[src/rtl/mc_bank_pkg.sv]
package mc_bank_pkg;

    localparam int DW         = 8;
    localparam int ADDR_W     = 16;
    localparam int NOUTER     = 4;
    localparam int NINNER     = 12;
    localparam int PRG_WIN    = 4;
    localparam int CHR_WIN    = 8;
    localparam int PRG_BASE_W = 12;
    localparam int PRG_BANK_W = PRG_BASE_W + 1;
    localparam int CHR_BANK_W = DW + 3;
    localparam int IDX_W      = $clog2(NINNER);

    typedef struct packed {
        logic [NOUTER-1:0][DW-1:0] outer;
        logic [NINNER-1:0][DW-1:0] inner;
        logic [DW-1:0]             sel;
        logic [DW-1:0]             ramc;
        logic [1:0]                latch;
    } map_state_t;

    function automatic logic [DW-1:0] inner_reset(input int i);
        case (i)
            0:       return 8'h00;
            1:       return 8'h02;
            2:       return 8'h04;
            3:       return 8'h05;
            4:       return 8'h06;
            5:       return 8'h07;
            6:       return 8'h00;
            7:       return 8'h01;
            8:       return 8'hFE;
            default: return 8'hFF;
        endcase
    endfunction

    function automatic map_state_t reset_state(input bit preset);
        map_state_t s;
        s      = '0;
        s.ramc = 8'h80;
        if (preset) s.outer[1] = 8'h20;
        for (int i = 0; i < NINNER; i++) s.inner[i] = inner_reset(i);
        return s;
    endfunction

endpackage

[src/rtl/mc_bank_regs.sv]
module mc_bank_regs
    import mc_bank_pkg::*;
#(
    parameter bit PRESET_OUTER1 = 1'b0,
    parameter bit SWAP_SEL      = 1'b0
) (
    input  logic              clk,
    input  logic              rst_n,
    input  logic              wr_en,
    input  logic [ADDR_W-1:0] wr_addr,
    input  logic [DW-1:0]     wr_data,
    output map_state_t        st_q
);

    localparam map_state_t RST_VAL = reset_state(PRESET_OUTER1);

    map_state_t       st_d;
    logic [DW-1:0]    sel_in;
    logic [IDX_W-1:0] idx;
    logic             hit_outer;
    logic             hit_high;
    logic             simple_d;
    logic             ext_d;

    // Variant: exchange two bank-select codes on the way in
    generate
        if (SWAP_SEL) begin : g_swap
            always_comb begin
                sel_in = wr_data;
                if (wr_data == 8'h46)      sel_in = 8'h47;
                else if (wr_data == 8'h47) sel_in = 8'h46;
            end
        end else begin : g_plain
            assign sel_in = wr_data;
        end
    endgenerate

    always_comb begin
        st_d      = st_q;
        hit_outer = wr_en && (wr_addr[15:12] == 4'h5);
        hit_high  = wr_en && wr_addr[15];
        simple_d  = st_q.outer[0][6];
        ext_d     = st_q.outer[3][1];
        idx       = ext_d ? st_q.sel[IDX_W-1:0] : {1'b0, st_q.sel[2:0]};

        if (hit_outer) begin
            if (st_q.ramc[6]) st_d.outer[wr_addr[1:0]] = wr_data;
        end else if (hit_high && simple_d) begin
            st_d.latch = wr_data[1:0];
        end else if (hit_high) begin
            case ({wr_addr[14:13], wr_addr[0]})
                3'b000: st_d.sel = sel_in;
                3'b001: if (idx < IDX_W'(NINNER)) st_d.inner[idx] = wr_data;
                3'b011: st_d.ramc = wr_data;
                default: ;
            endcase
        end
    end

    always_ff @(posedge clk or negedge rst_n) begin
        if (!rst_n) st_q <= RST_VAL;
        else        st_q <= st_d;
    end

    // outer bytes do not move while the write lock is closed
    a_r2_outer_locked: assert property (@(posedge clk) disable iff (!rst_n)
        (wr_en && wr_addr[15:12] == 4'h5 && !st_q.ramc[6]) |=> $stable(st_q.outer));

    // simple-style writes leave inner registers and bank select alone
    a_r9_latch_only: assert property (@(posedge clk) disable iff (!rst_n)
        (wr_en && wr_addr[15] && st_q.outer[0][6])
            |=> ($stable(st_q.inner) && $stable(st_q.sel) && $stable(st_q.ramc)));

    generate
        if (SWAP_SEL) begin : g_swap_chk
            // code 0x46 lands as 0x47
            a_r12_swap_46: assert property (@(posedge clk) disable iff (!rst_n)
                (wr_en && wr_addr[15:13] == 3'b100 && !wr_addr[0]
                 && !st_q.outer[0][6] && wr_data == 8'h46) |=> (st_q.sel == 8'h47));
        end
    endgenerate

endmodule

[src/rtl/mc_bank_prg.sv]
module mc_bank_prg
    import mc_bank_pkg::*;
(
    input  map_state_t                           st,
    output logic [PRG_WIN-1:0][PRG_BANK_W-1:0]   prg_bank
);

    logic [PRG_BASE_W-1:0]           base;
    logic [PRG_BANK_W-1:0]           outer_sh;
    logic [PRG_BANK_W-1:0]           mask;
    logic [5:0]                      mask6;
    logic                            ext;
    logic                            inv;
    logic [PRG_WIN-1:0][DW-1:0]      logical;

    always_comb begin
        base     = {st.outer[2][5], st.outer[2][7:6], st.outer[0][7],
                    st.outer[0][3], st.outer[1][6:0]};
        outer_sh = {base, 1'b0};
        mask6    = 6'h3F >> st.outer[0][2:0];
        mask     = PRG_BANK_W'(mask6);
        ext      = st.outer[3][1];
        inv      = st.sel[6];

        logical[0] = st.inner[6];
        logical[1] = st.inner[7];
        logical[2] = ext ? st.inner[8] : 8'hFE;
        logical[3] = ext ? st.inner[9] : 8'hFF;
    end

    generate
        for (genvar k = 0; k < PRG_WIN; k++) begin : g_win
            logic [DW-1:0] src;
            always_comb begin
                if (k == 0 || k == 2) src = inv ? logical[k ^ 2] : logical[k];
                else                  src = logical[k];
                if (ext) prg_bank[k] = PRG_BANK_W'(src) | outer_sh;
                else     prg_bank[k] = (PRG_BANK_W'(src) & mask) | (outer_sh & ~mask);
            end
        end
    endgenerate

endmodule

[src/rtl/mc_bank_chr.sv]
module mc_bank_chr
    import mc_bank_pkg::*;
(
    input  map_state_t                           st,
    output logic [CHR_WIN-1:0][CHR_BANK_W-1:0]   chr_bank
);

    logic                            ext;
    logic                            simple;
    logic                            inv;
    logic [DW-1:0]                   mask;
    logic [CHR_BANK_W-1:0]           outer_sh;
    logic [CHR_BANK_W-1:0]           outer_part;
    logic [1:0]                      lmask;
    logic [CHR_BANK_W-1:0]           flat_base;
    logic [CHR_WIN-1:0][DW-1:0]      logical;

    always_comb begin
        ext        = st.outer[3][1];
        simple     = st.outer[0][6];
        inv        = st.sel[7];
        mask       = st.outer[0][4] ? 8'h7F : 8'hFF;
        outer_sh   = {st.outer[2], 3'b000};
        outer_part = outer_sh & ~CHR_BANK_W'(mask);
        if ((st.outer[3] & 8'h46) == 8'h00) lmask = 2'd0;
        else                                lmask = st.outer[0][4] ? 2'd1 : 2'd3;
        flat_base  = {st.outer[2] | {6'b0, st.latch & lmask}, 3'b000};

        if (ext) begin
            logical[0] = st.inner[0];
            logical[1] = st.inner[10];
            logical[2] = st.inner[1];
            logical[3] = st.inner[11];
        end else begin
            logical[0] = st.inner[0] & 8'hFE;
            logical[1] = st.inner[0] | 8'h01;
            logical[2] = st.inner[1] & 8'hFE;
            logical[3] = st.inner[1] | 8'h01;
        end
        for (int i = 4; i < CHR_WIN; i++) logical[i] = st.inner[i-2];
    end

    generate
        for (genvar w = 0; w < CHR_WIN; w++) begin : g_win
            logic [2:0]    lw;
            logic [DW-1:0] src;
            always_comb begin
                lw  = 3'(w) ^ {inv, 2'b00};
                src = logical[lw];
                if (simple)   chr_bank[w] = flat_base | CHR_BANK_W'(w);
                else if (ext) chr_bank[w] = CHR_BANK_W'(src) | outer_sh;
                else          chr_bank[w] = CHR_BANK_W'(src & mask) | outer_part;
            end
        end
    endgenerate

endmodule

[src/rtl/mc_bank_mapper.sv]
module mc_bank_mapper
    import mc_bank_pkg::*;
#(
    parameter bit PRESET_OUTER1 = 1'b0,
    parameter bit SWAP_SEL      = 1'b0
) (
    input  logic                                 clk,
    input  logic                                 rst_n,
    input  logic                                 wr_en,
    input  logic [15:0]                          wr_addr,
    input  logic [7:0]                           wr_data,
    output logic [3:0][12:0]                     prg_bank,
    output logic [7:0][10:0]                     chr_bank,
    output logic                                 ram_enable,
    output logic                                 ram_ext
);

    map_state_t st_q;

    mc_bank_regs #(
        .PRESET_OUTER1 (PRESET_OUTER1),
        .SWAP_SEL      (SWAP_SEL)
    ) u_regs (
        .clk     (clk),
        .rst_n   (rst_n),
        .wr_en   (wr_en),
        .wr_addr (wr_addr),
        .wr_data (wr_data),
        .st_q    (st_q)
    );

    mc_bank_prg u_prg (
        .st       (st_q),
        .prg_bank (prg_bank)
    );

    mc_bank_chr u_chr (
        .st       (st_q),
        .chr_bank (chr_bank)
    );

    assign ram_enable = st_q.ramc[7];
    assign ram_ext    = st_q.ramc[5];

    // simple style gives eight consecutive 1 KiB banks
    a_r9_flat_consecutive: assert property (@(posedge clk) disable iff (!rst_n)
        st_q.outer[0][6] |-> (chr_bank[7] == chr_bank[0] + 11'd7));

    // uninverted masked style puts 0xFE and 0xFF side by side at the top
    a_r5_fixed_pair: assert property (@(posedge clk) disable iff (!rst_n)
        (!st_q.outer[3][1] && !st_q.sel[6]) |-> (prg_bank[3][12:1] == prg_bank[2][12:1]));

    // the 0xA000 window is never affected by the swap bit
    a_r5_a000_steady: assert property (@(posedge clk) disable iff (!rst_n)
        ($stable(st_q.inner) && $stable(st_q.outer)) |-> $stable(prg_bank[1]));

endmodule

[config.mk]
export PLATFORM = sky130hd
export DESIGN_NAME = mc_bank_mapper
export DESIGN_NICKNAME = d
export VERILOG_FILES = /design/src/rtl/mc_bank_pkg.sv /design/src/rtl/mc_bank_regs.sv /design/src/rtl/mc_bank_prg.sv /design/src/rtl/mc_bank_chr.sv /design/src/rtl/mc_bank_mapper.sv
export SDC_FILE = /design/constraint.sdc
export NUM_CORES = 1
export LEC_CHECK = 0
export BUFFER_PORTS_ARGS = -buffer_cell sky130_fd_sc_hd__clkbuf_2
export CORE_MARGIN = 1
export CORE_UTILIZATION = 30
export DETAILED_ROUTE_END_ITERATION = 8
export PLACE_DENSITY = 0.52
export SYNTH_ARGS = -nofsm -noshare
export SYNTH_HDL_FRONTEND = slang
export SYNTH_HIERARCHICAL = 1
export SYNTH_SLANG_ARGS = --single-unit
[constraint.sdc]
create_clock -name clk -period 2.38 [get_ports clk]
set_clock_uncertainty 0.05 [all_clocks]
set_input_delay 0 -clock clk [delete_from_list [all_inputs] [get_ports clk]]
set_output_delay 0 -clock clk [all_outputs]
set_load 0.01 [all_outputs]
==> metrics.md, run 1 <==
| Metric | Value |
|---|---|
| Worst r2r src | u_regs/st_q[12] |
| FMAX | 446.5 MHz |
| Die Width | 161.9 µm |
| Final Hold Fails | 0 |
| Core Box Area | 25110 µm² |
| Worst hold slack | 36.97 ps |
| Cell Area, Synth | 7672 µm² |
| CTS tree | built |
| # rows | 58 |
| Worst hold path class | input port to flop |
| Hold depth | 3 |
| Setup TNS | 0 ps |
| Routability cong. | 0.7572 |
| Mean Syn Cell Area | 11.54 µm² |
| I/O pin total | 169 |
| P&R area growth vs syn | 19.59% |
| Max-slew violation count | 0 |
| Clk Latency, worst-skew pair | 420 ps |
| Biggest regs | u_regs/st_q (132) |
| First-pass GRT wire length | 30710 µm |
| Iteration-0 DRC Markers | 254 |
| Final period util | 94.11% |
| Setup CP Type | flop to output port |
| RSZ-0062 raised after global routing | false |
| Hold EP | u_regs/st_q[120] |
| Die ar. | 26220 µm² |
| Vias per cell | 4.855 |
| RR Endpoint | u_regs/st_q[22] |
| Status | completed |
| CP max FO | 17 |
| Port Buffers | 158 |
| Arr. time, crit path | 2190 ps |
| Total Nets Final | 807 |
| CP Capture Type | output port |
| Syn nets | 692 |
| Share of cells above drive strength 1 | 53.47% |
| Flop-to-flop setup slack | 380 ps |
| Hold path start | wr_addr[1] |
| DRT Wirelength | 19830 µm |
| Max cap viols | 0 |
| Cell Chain, Critical Path | buf_4 -> or3_4 -> a311oi_4 -> a21oi_1 -> clkbuf_2 |
| CP max stage cell | a311oi_4 |
| Worst Path Required | 2330 ps |
| Rel. slew slack | 58.68% |
| Largest net degree at the start of global routing | 66 |
| YS warnings | 6 |
| Pwr dens | 785.4 nW/µm² |
| Vias in the first global route | 5195 |
| H-tree levels | 4 |
| Actual slew at the worst max-slew pin | 619.7 ps |
| Post-synthesis cell count | 665 |
| CTS Sinks | 132 |
| Largest register by flop count | u_regs/st_q |
| Initial DRT Pass Iterations | 4 |
| Starting Density | 30.56% |
| GRT Overall Usage | 15.53% |
| Grt total ovfl | 0 |
| # setup viols final | 0 |
| Worst IR drop on VDD | 408.9 µV |
| Max reg flops | 132 |
| Leak Pwr | 0.004453 µW |
| Final Critical Period | 2240 ps |
| Clock Pin Slew Worst Setup and Hold Paths | 70 ps |
| Worst R2R Path Depth | 3 |
| Initial antenna violation count | 0 |
| Post-DP HPWL | 13520 µm |
| Clock root buffer | clkbuf_16 |
| Post-route ant nets | 0 |
| Startpoint types | flop |
| Max stage delay on crit path | 460 ps |
| DR WL/cell | 17.66 µm |
| Die height | 161.9 µm |
| CTS buffer count | 17 |
| Via count | 5452 |
| Number of diodes | 0 |
| Clk buf depth | 2 |
| DRC Markers | 0 |
layout make-up:
class / instances / area (µm²)
Fill cell: 2536 / 15930
Multi-Input combinational cell: 434 / 3717
Sequential cell: 132 / 3358
Timing Repair Buffer: 184 / 1041
Clock buffer: 17 / 425.4
Tap cell: 330 / 412.9
Clock inverter: 15 / 178.9
Inverter: 11 / 41.29
worst max path at each step:
stage | slack (ps) | cells past startpoint | to | from
after floorplan | 460 | 5 | u_regs/st_q[57] | u_regs/st_q[120]
after global placement | 400 | 3 | u_regs/st_q[34] | u_regs/st_q[12]
after detailed placement | 390 | 3 | u_regs/st_q[39] | u_regs/st_q[12]
after CTS | 60 | 5 | chr_bank[84] | u_regs/st_q[120]
after global routing | 10 | 6 | prg_bank[2] | u_regs/st_q[139]
final | 140 | 5 | chr_bank[37] | u_regs/st_q[139]
cells in the final DEF, fill, tap and decap left out, types with 7 or more instances in the layout:
master     instances
inv_8              7
o22ai_1            8
a211oi_1           7
a21o_1             8
dfstp_2           42
a21oi_1           25
mux2i_1           49
dfrtp_1           88
clkbuf_2         157
o21ai_1            9
inv_1             10
clkbuf_16         17
mux2_2           140
nor3_1             8
nand2_1           33
nand2b_1           7
buf_4             19
nor2_1            27
o21ai_0           30
nor2b_1            8
timing repair:
item,CTS,global route
gates resized for setup,1,1
hold buffers,3,0
pin swaps,0,1
setup endpoints to repair,2,9
buffers inserted,0,0
hold endpoints to repair,100,0
stage by stage:
| stage | total power (µW) | worst slack [ps] | area (µm²) | instances | util, % |
|---|---|---|---|---|---|
| floorplan | 3988 | 463.5 | 7672 | 665 | - |
| global placement | 4617 | 400.5 | 8533 | 1088 | 33.98 |
| detailed placement | 4634 | 387.3 | 8533 | 1088 | 33.98 |
| CTS | 7320 | 62.38 | 9171 | 1123 | 36.53 |
| global route | 7626 | 12.90 | 9175 | 1123 | 36.54 |
| finish | 7206 | 140.2 | 9175 | 1123 | 36.54 |
metal layers:
metal	share of wire [%]	track usage (%)	up-vias	routed length, µm
met3	4.4	3.345	15	867
met4	1.0	4.417	0	198
li1	-	-	2612	-
met1	48	21.21	2710	9586
met5	0	0	-	0
met2	46	24.62	115	9180
worst max-delay path, delay by kind of cell, from the launching register on:
kind                   cells  cell delay, ps
AOI/OAI and AO/OA          2             540
DFF                        1             410
buffers and inverters      2             370
and+or+nand+nor            1             440
where the power goes:
part           switching, µW  internal, µW
Clock                   1200          1430
Combinational           1050           873
Sequential               198          2460
Total                   2450          4760
Power figures use the tool's default switching activity.
==> run 2, diff against run 1 <==
- MAX_ROUTING_LAYER: not set -> met4
- REMOVE_ABC_BUFFERS: not set -> 1
==> metrics.md, run 2 (synthesized netlist as in run 1, its figures left out) <==
| Metric | Value |
|---|---|
| Worst r2r src | u_regs/st_q[12] |
| Post-route ant nets | 0 (unchanged) |
| Routability cong. | 0.7328 (-3.2%) |
| RR Endpoint | u_regs/st_q[41] |
| RSZ-0062 raised after global routing | false |
| Largest net degree at the start of global routing | 56 (-15%) |
| Max reg flops | 132 (unchanged) |
| DRC Markers | 0 (unchanged) |
| Rel. slew slack | 58.71% (about the same) |
| Vias in the first global route | 5491 (+5.7%) |
| Startpoint types | flop |
| Final Hold Fails | 0 (unchanged) |
| Clock Pin Slew Worst Setup and Hold Paths | 60 ps (about the same) |
| CP Capture Type | output port |
| CTS buffer count | 17 (unchanged) |
| H-tree levels | 4 (unchanged) |
| Die Width | 161.9 µm (unchanged) |
| CTS tree | built |
| Design Area, Final | 9130 µm² (-0.49%) |
| Max-slew violation count | 0 (unchanged) |
| Pwr dens | 796.8 nW/µm² (+1.5%) |
| Worst R2R Path Depth | 3 (unchanged) |
| Number of diodes | 0 (unchanged) |
| Placed Area | 8513 µm² (-0.23%) |
| Fillers | 2589 (+2.1%) |
| Commonest non-fill, non-tap cell in the layout | clkbuf_2 |
| Final Critical Period | 2223 ps (-17.19 ps) |
| Setup CP Type | flop to output port |
| Hold EP | u_regs/st_q[1] |
| Status | completed |
| Worst IR drop on VDD | 513.6 µV (+26%) |
| Post-layout util | 36.36% (-0.18 points) |
| Grt total ovfl | 0 (unchanged) |
| Initial DRT Pass Iterations | 4 (unchanged) |
| Via count | 5420 (-0.59%) |
| Worst hold path class | input port to flop |
| Tot Pwr | 7275 µW (+0.96%) |
| Starting Density | 30.56% (unchanged) |
| CTS Sinks | 132 (unchanged) |
| GRT Overall Usage | 16.19% (+0.66 points) |
| I/O pin total | 169 (unchanged) |
| Hold depth | 3 (unchanged) |
| Final period util | 93.39% (-0.72 points) |
| Clock root buffer | clkbuf_16 |
| # setup viols final | 0 (unchanged) |
| First-pass GRT wire length | 31570 µm (+2.8%) |
| DRT Wirelength | 19910 µm (+0.37%) |
| DR WL/cell | 17.77 µm (+0.64%) |
| Vias per cell | 4.839 (-0.32%) |
| CP max FO | 15 (-2) |
| Commonest cells after routing, fill and taps aside | clkbuf_2 (157), mux2_2 (140), dfrtp_1 (88), mux2i_1 (49), dfstp_2 (42) |
| # rows | 58 (unchanged) |
| Max cap viols | 0 (unchanged) |
| Port Buffers | 158 (unchanged) |
| Leak Pwr | 0.004434 µW (-0.42%) |
| Clk Latency, worst-skew pair | 420 ps (about the same) |
| Share of cells above drive strength 1 | 53.29% (-0.18 points) |
| P&R area growth vs syn | 19.00% |
| Initial antenna violation count | 0 (unchanged) |
| Arr. time, crit path | 2170 ps (-20 ps) |
| Post-DP HPWL | 13870 µm (+2.5%) |
| Biggest regs | u_regs/st_q (132) |
| Core Box Area | 25110 µm² (unchanged) |
| Clk buf depth | 2 (unchanged) |
| Iteration-0 DRC Markers | 212 (-17%) |
| Die height | 161.9 µm (unchanged) |
| Actual slew at the worst max-slew pin | 619.4 ps (-0.3812 ps) |
| Die ar. | 26220 µm² (unchanged) |
| Flop-to-flop setup slack | 400 ps (+20 ps) |
| FMAX | 449.9 MHz (+0.77%) |
| Total Nets Final | 804 (-0.37%) |
| Hold path start | wr_en |
| Worst Path Required | 2330 ps (about the same) |
| Largest register by flop count | u_regs/st_q |
[run 2: worst max path at each step]
stage                           from                to  slack, ps  depth (start not counted)
finish               u_regs/st_q[16]      prg_bank[30]        160                          5
global route         u_regs/st_q[16]      prg_bank[30]         60                          5
CTS                 u_regs/st_q[139]       prg_bank[2]         80                          5
detailed placement   u_regs/st_q[12]   u_regs/st_q[41]        380                          3
global placement    u_regs/st_q[139]   u_regs/st_q[91]        420                          3
floorplan           u_regs/st_q[139]  u_regs/st_q[106]       -590                          3
[run 2: what timing repair did]
action                                  4_1_cts  5_1_grt
gates resized for setup                       0        1
hold endpoints to repair                     98        0
endpoints found under the setup margin        0        3
hold buffers                                  1        0
buffers inserted                              0        0
[run 2: metal layers]
metal  vias to the layer above  share of wire, %  track usage (%)
li1                       2584                 -                -
met5                         -                 0                -
met3                        20               2.8            2.707
met2                       101                50            26.39
met4                         0               1.1            4.503
met1                      2715                46            20.65
[run 2: metrics by stage]
| stage | hold slack, ps | setup TNS [ps] | std cells | worst slack, ps |
|---|---|---|---|---|
| global route | 12.82 | 0 | 1120 | 61.14 |
| global placement | -32.04 | 0 | 1087 | 419.7 |
| CTS | 10.22 | 0 | 1120 | 81.32 |
| detailed placement | -37.29 | 0 | 1087 | 384.7 |
| finish | 7.497 | 0 | 1120 | 157.4 |
| floorplan | -345.6 | -45690 | 577 | -585.4 |
[run 2: area by class of cell]
class / instances / area [µm²] / area share (%)
multi-input combinational: 434 / 3717 / 40.72
sequential: 132 / 3358 / 36.78
timing repair buffer: 181 / 997.2 / 10.92
clock buffer: 20 / 446.7 / 4.892
tap: 330 / 412.9 / 4.522
clock inverter: 12 / 156.4 / 1.713
inverter: 11 / 41.29 / 0.4522
[run 2: critical path: stages (launching register included)]
cell	delay, ps
dfrtp_1	670
buf_4	270
or4b_1	440
a21oi_1	160
a21oi_1	80
clkbuf_2	140
[run 2: power breakdown]
part	internal [µW]	total, µW	switching, µW	leakage, µW
clock	1680	2670	995	0.000294
sequential	2460	2690	225	0.00165
combinational	865	1920	1050	0.00249
total	5000	7270	2270	0.00443
==> run 3, diff against run 2 <==
- BUFFER_PORTS_ARGS: -buffer_cell sky130_fd_sc_hd__clkbuf_2 -> not set
- DONT_BUFFER_PORTS: not set -> 1
- PLACE_DENSITY: 0.52 -> 0.47
- SETUP_SLACK_MARGIN: not set -> 0.5
==> metrics.md, run 3 (synthesized netlist as in run 1, its figures left out) <==
| Metric | Value |
|---|---|
| Status | complete, but fails checks |
| Failing checks | hold timing |
| Routability cong. | 0.7888 (+7.6%) |
| Die Width | 161.9 µm (unchanged) |
| FMAX | 507.2 MHz (+13%) |
| Final period util | 82.85% (-11 points) |
| Die ar. | 26220 µm² (unchanged) |
| Final Hold Fails | 132 (+132) |
| Clock root buffer | clkbuf_16 |
| Worst hold slack | -768.6 ps (-776.1 ps) |
| Clock Pin Slew Worst Setup and Hold Paths | 50 ps (about the same) |
| Worst r2r src | u_regs/st_q[10] |
| Grt total ovfl | 0 (unchanged) |
| Actual slew at the worst max-slew pin | 816.0 ps (+196.6 ps) |
| Max stage delay on crit path | 440 ps (-230 ps) |
| Worst Path Required | 2330 ps (about the same) |
| First-pass GRT wire length | 32820 µm (+4.0%) |
| Post-route ant nets | 0 (unchanged) |
| Total Nets Final | 692 (-14%) |
| DRT Wirelength | 21850 µm (+9.8%) |
| Commonest non-fill, non-tap cell in the layout | mux2_2 |
| Max cap viols | 0 (unchanged) |
| GRT Overall Usage | 17.33% (+1.1 points) |
| DR WL/cell | 21.68 µm (+22%) |
| # placed instances | 937 (-14%) |
| RSZ-0062 raised after global routing | true |
| Vias in the first global route | 5468 (-0.42%) |
| Rel. slew slack | 45.42% (-13 points) |
| RR Endpoint | u_regs/st_q[57] |
| Non-Filler Instances | 1008 (-10%) |
| Vias per cell | 5.202 (+7.5%) |
| Clk buf depth | 2 (unchanged) |
| CP Capture Type | output port |
| Clk Latency, worst-skew pair | 410 ps (about the same) |
| Number of diodes | 0 (unchanged) |
| # setup viols final | 0 (unchanged) |
| Flop-to-flop setup slack | 420 ps (+20 ps) |
| Die height | 161.9 µm (unchanged) |
| CTS Sinks | 132 (unchanged) |
| Post-DP HPWL | 13450 µm (-3.0%) |
| Pwr dens | 760.0 nW/µm² (-4.6%) |
| Commonest cells after routing, fill and taps aside | mux2_2 (131), dfrtp_1 (84), mux2i_1 (46), dfstp_2 (42), buf_4 (34) |
| Final Critical Period | 1972 ps (-250.8 ps) |
| Worst R2R Path Depth | 3 (unchanged) |
| Core Box Area | 25110 µm² (unchanged) |
| CTS buffer count | 17 (unchanged) |
| I/O pin total | 169 (unchanged) |
| Setup CP Type | flop to output port |
| CP max stage cell | dfrtp_2 |
| Startpoint types | flop |
| Starting Density | 30.56% (unchanged) |
| Worst IR drop on VDD | 512.0 µV (-0.31%) |
| Worst hold path class | input port to asynchronous set/reset pin |
| Largest register by flop count | u_regs/st_q |
| Share of cells above drive strength 1 | 50.29% (-3.0 points) |
| CP max FO | 8 (-7) |
| H-tree levels | 4 (unchanged) |
| DRC Markers | 0 (unchanged) |
| Initial antenna violation count | 0 (unchanged) |
| # rows | 58 (unchanged) |
| Post-layout util | 36.68% (+0.31 points) |
| Largest net degree at the start of global routing | 133 (+140%) |
| Max reg flops | 132 (unchanged) |
| Leak Pwr | 0.004042 µW (-8.8%) |
| Cell Chain, Critical Path | clkbuf_16 -> or3_4 -> a311oi_4 -> buf_6 -> a21oi_1 |
| CTS tree | built |
| Iteration-0 DRC Markers | 209 (-1.4%) |
| Port Buffers | 0 (-100%) |
| P&R area growth vs syn | 20.03% |
| Arr. time, crit path | 1920 ps (-250 ps) |
| Initial DRT Pass Iterations | 4 (unchanged) |
| Via count | 5244 (-3.2%) |
| Max-slew violation count | 0 (unchanged) |
| Biggest regs | u_regs/st_q (132) |
[run 3: cell type report]
class / instances / area [µm²]
Fill cell: 2512 / 15900
Multi-Input combinational cell: 434 / 4108
Sequential cell: 132 / 3363
Timing Repair Buffer: 69 / 742.0
Clock buffer: 27 / 483.0
Tap cell: 330 / 412.9
Clock inverter: 5 / 52.55
Inverter: 11 / 47.55
[run 3: how the worst max path moves through the flow]
stage / start / end / slack [ps] / cells past startpoint
after global placement: u_regs/st_q[120] / u_regs/st_q[92] / 340 / 5
after CTS: u_regs/st_q[120] / u_regs/st_q[96] / 300 / 5
after floorplan: u_regs/st_q[139] / u_regs/st_q[106] / -590 / 3
after global routing: u_regs/st_q[139] / chr_bank[48] / 370 / 5
final: u_regs/st_q[139] / chr_bank[48] / 410 / 5
after detailed placement: u_regs/st_q[120] / u_regs/st_q[34] / 320 / 5
[run 3: per-layer routing]
| layer | wire length, µm | global-route usage [%] |
|---|---|---|
| met4 | 244 | 4.031 |
| met1 | 9875 | 21.28 |
| met2 | 10850 | 28.68 |
| met3 | 882 | 4.162 |
| met5 | 0 | - |
[run 3: per-stage QoR]
stage / cell area [µm²] / setup TNS (ps) / power, µW / hold WS, ps / setup slack, ps
after floorplan: 7114 / -45690 / 3867 / -345.6 / -585.4
after global placement: 7767 / 0 / 4235 / -341.8 / 336.4
after detailed placement: 7767 / 0 / 4276 / -342.1 / 324.0
after CTS: 8820 / 0 / 6966 / -783.8 / 301.4
after global routing: 9209 / 0 / 7332 / -792.6 / 368.3
final: 9209 / 0 / 6999 / -768.6 / 408.2
[run 3: critical path: cells and delay by family, from the launching register on]
family,cells,cell delay [ps]
buffers and inverters,2,360
DFF,1,440
AOI/OAI and AO/OA,2,340
and+or+nand+nor,1,370
[run 3: repair_timing]
action	4_1_cts	5_1_grt
setup buffers	8	12
pin swaps	7	11
gates resized for setup	59	62
hold buffers	14	1
cloned	3	1
hold endpoints to repair	264	151
setup endpoints to repair	133	146
[run 3: power by group]
part / switching [µW] / total (µW) / leakage, µW / internal (µW)
clock network: 923 / 2410 / 0.000259 / 1490
logic: 1080 / 1910 / 0.00214 / 826
registers: 213 / 2680 / 0.00164 / 2470
total: 2220 / 7000 / 0.00404 / 4780
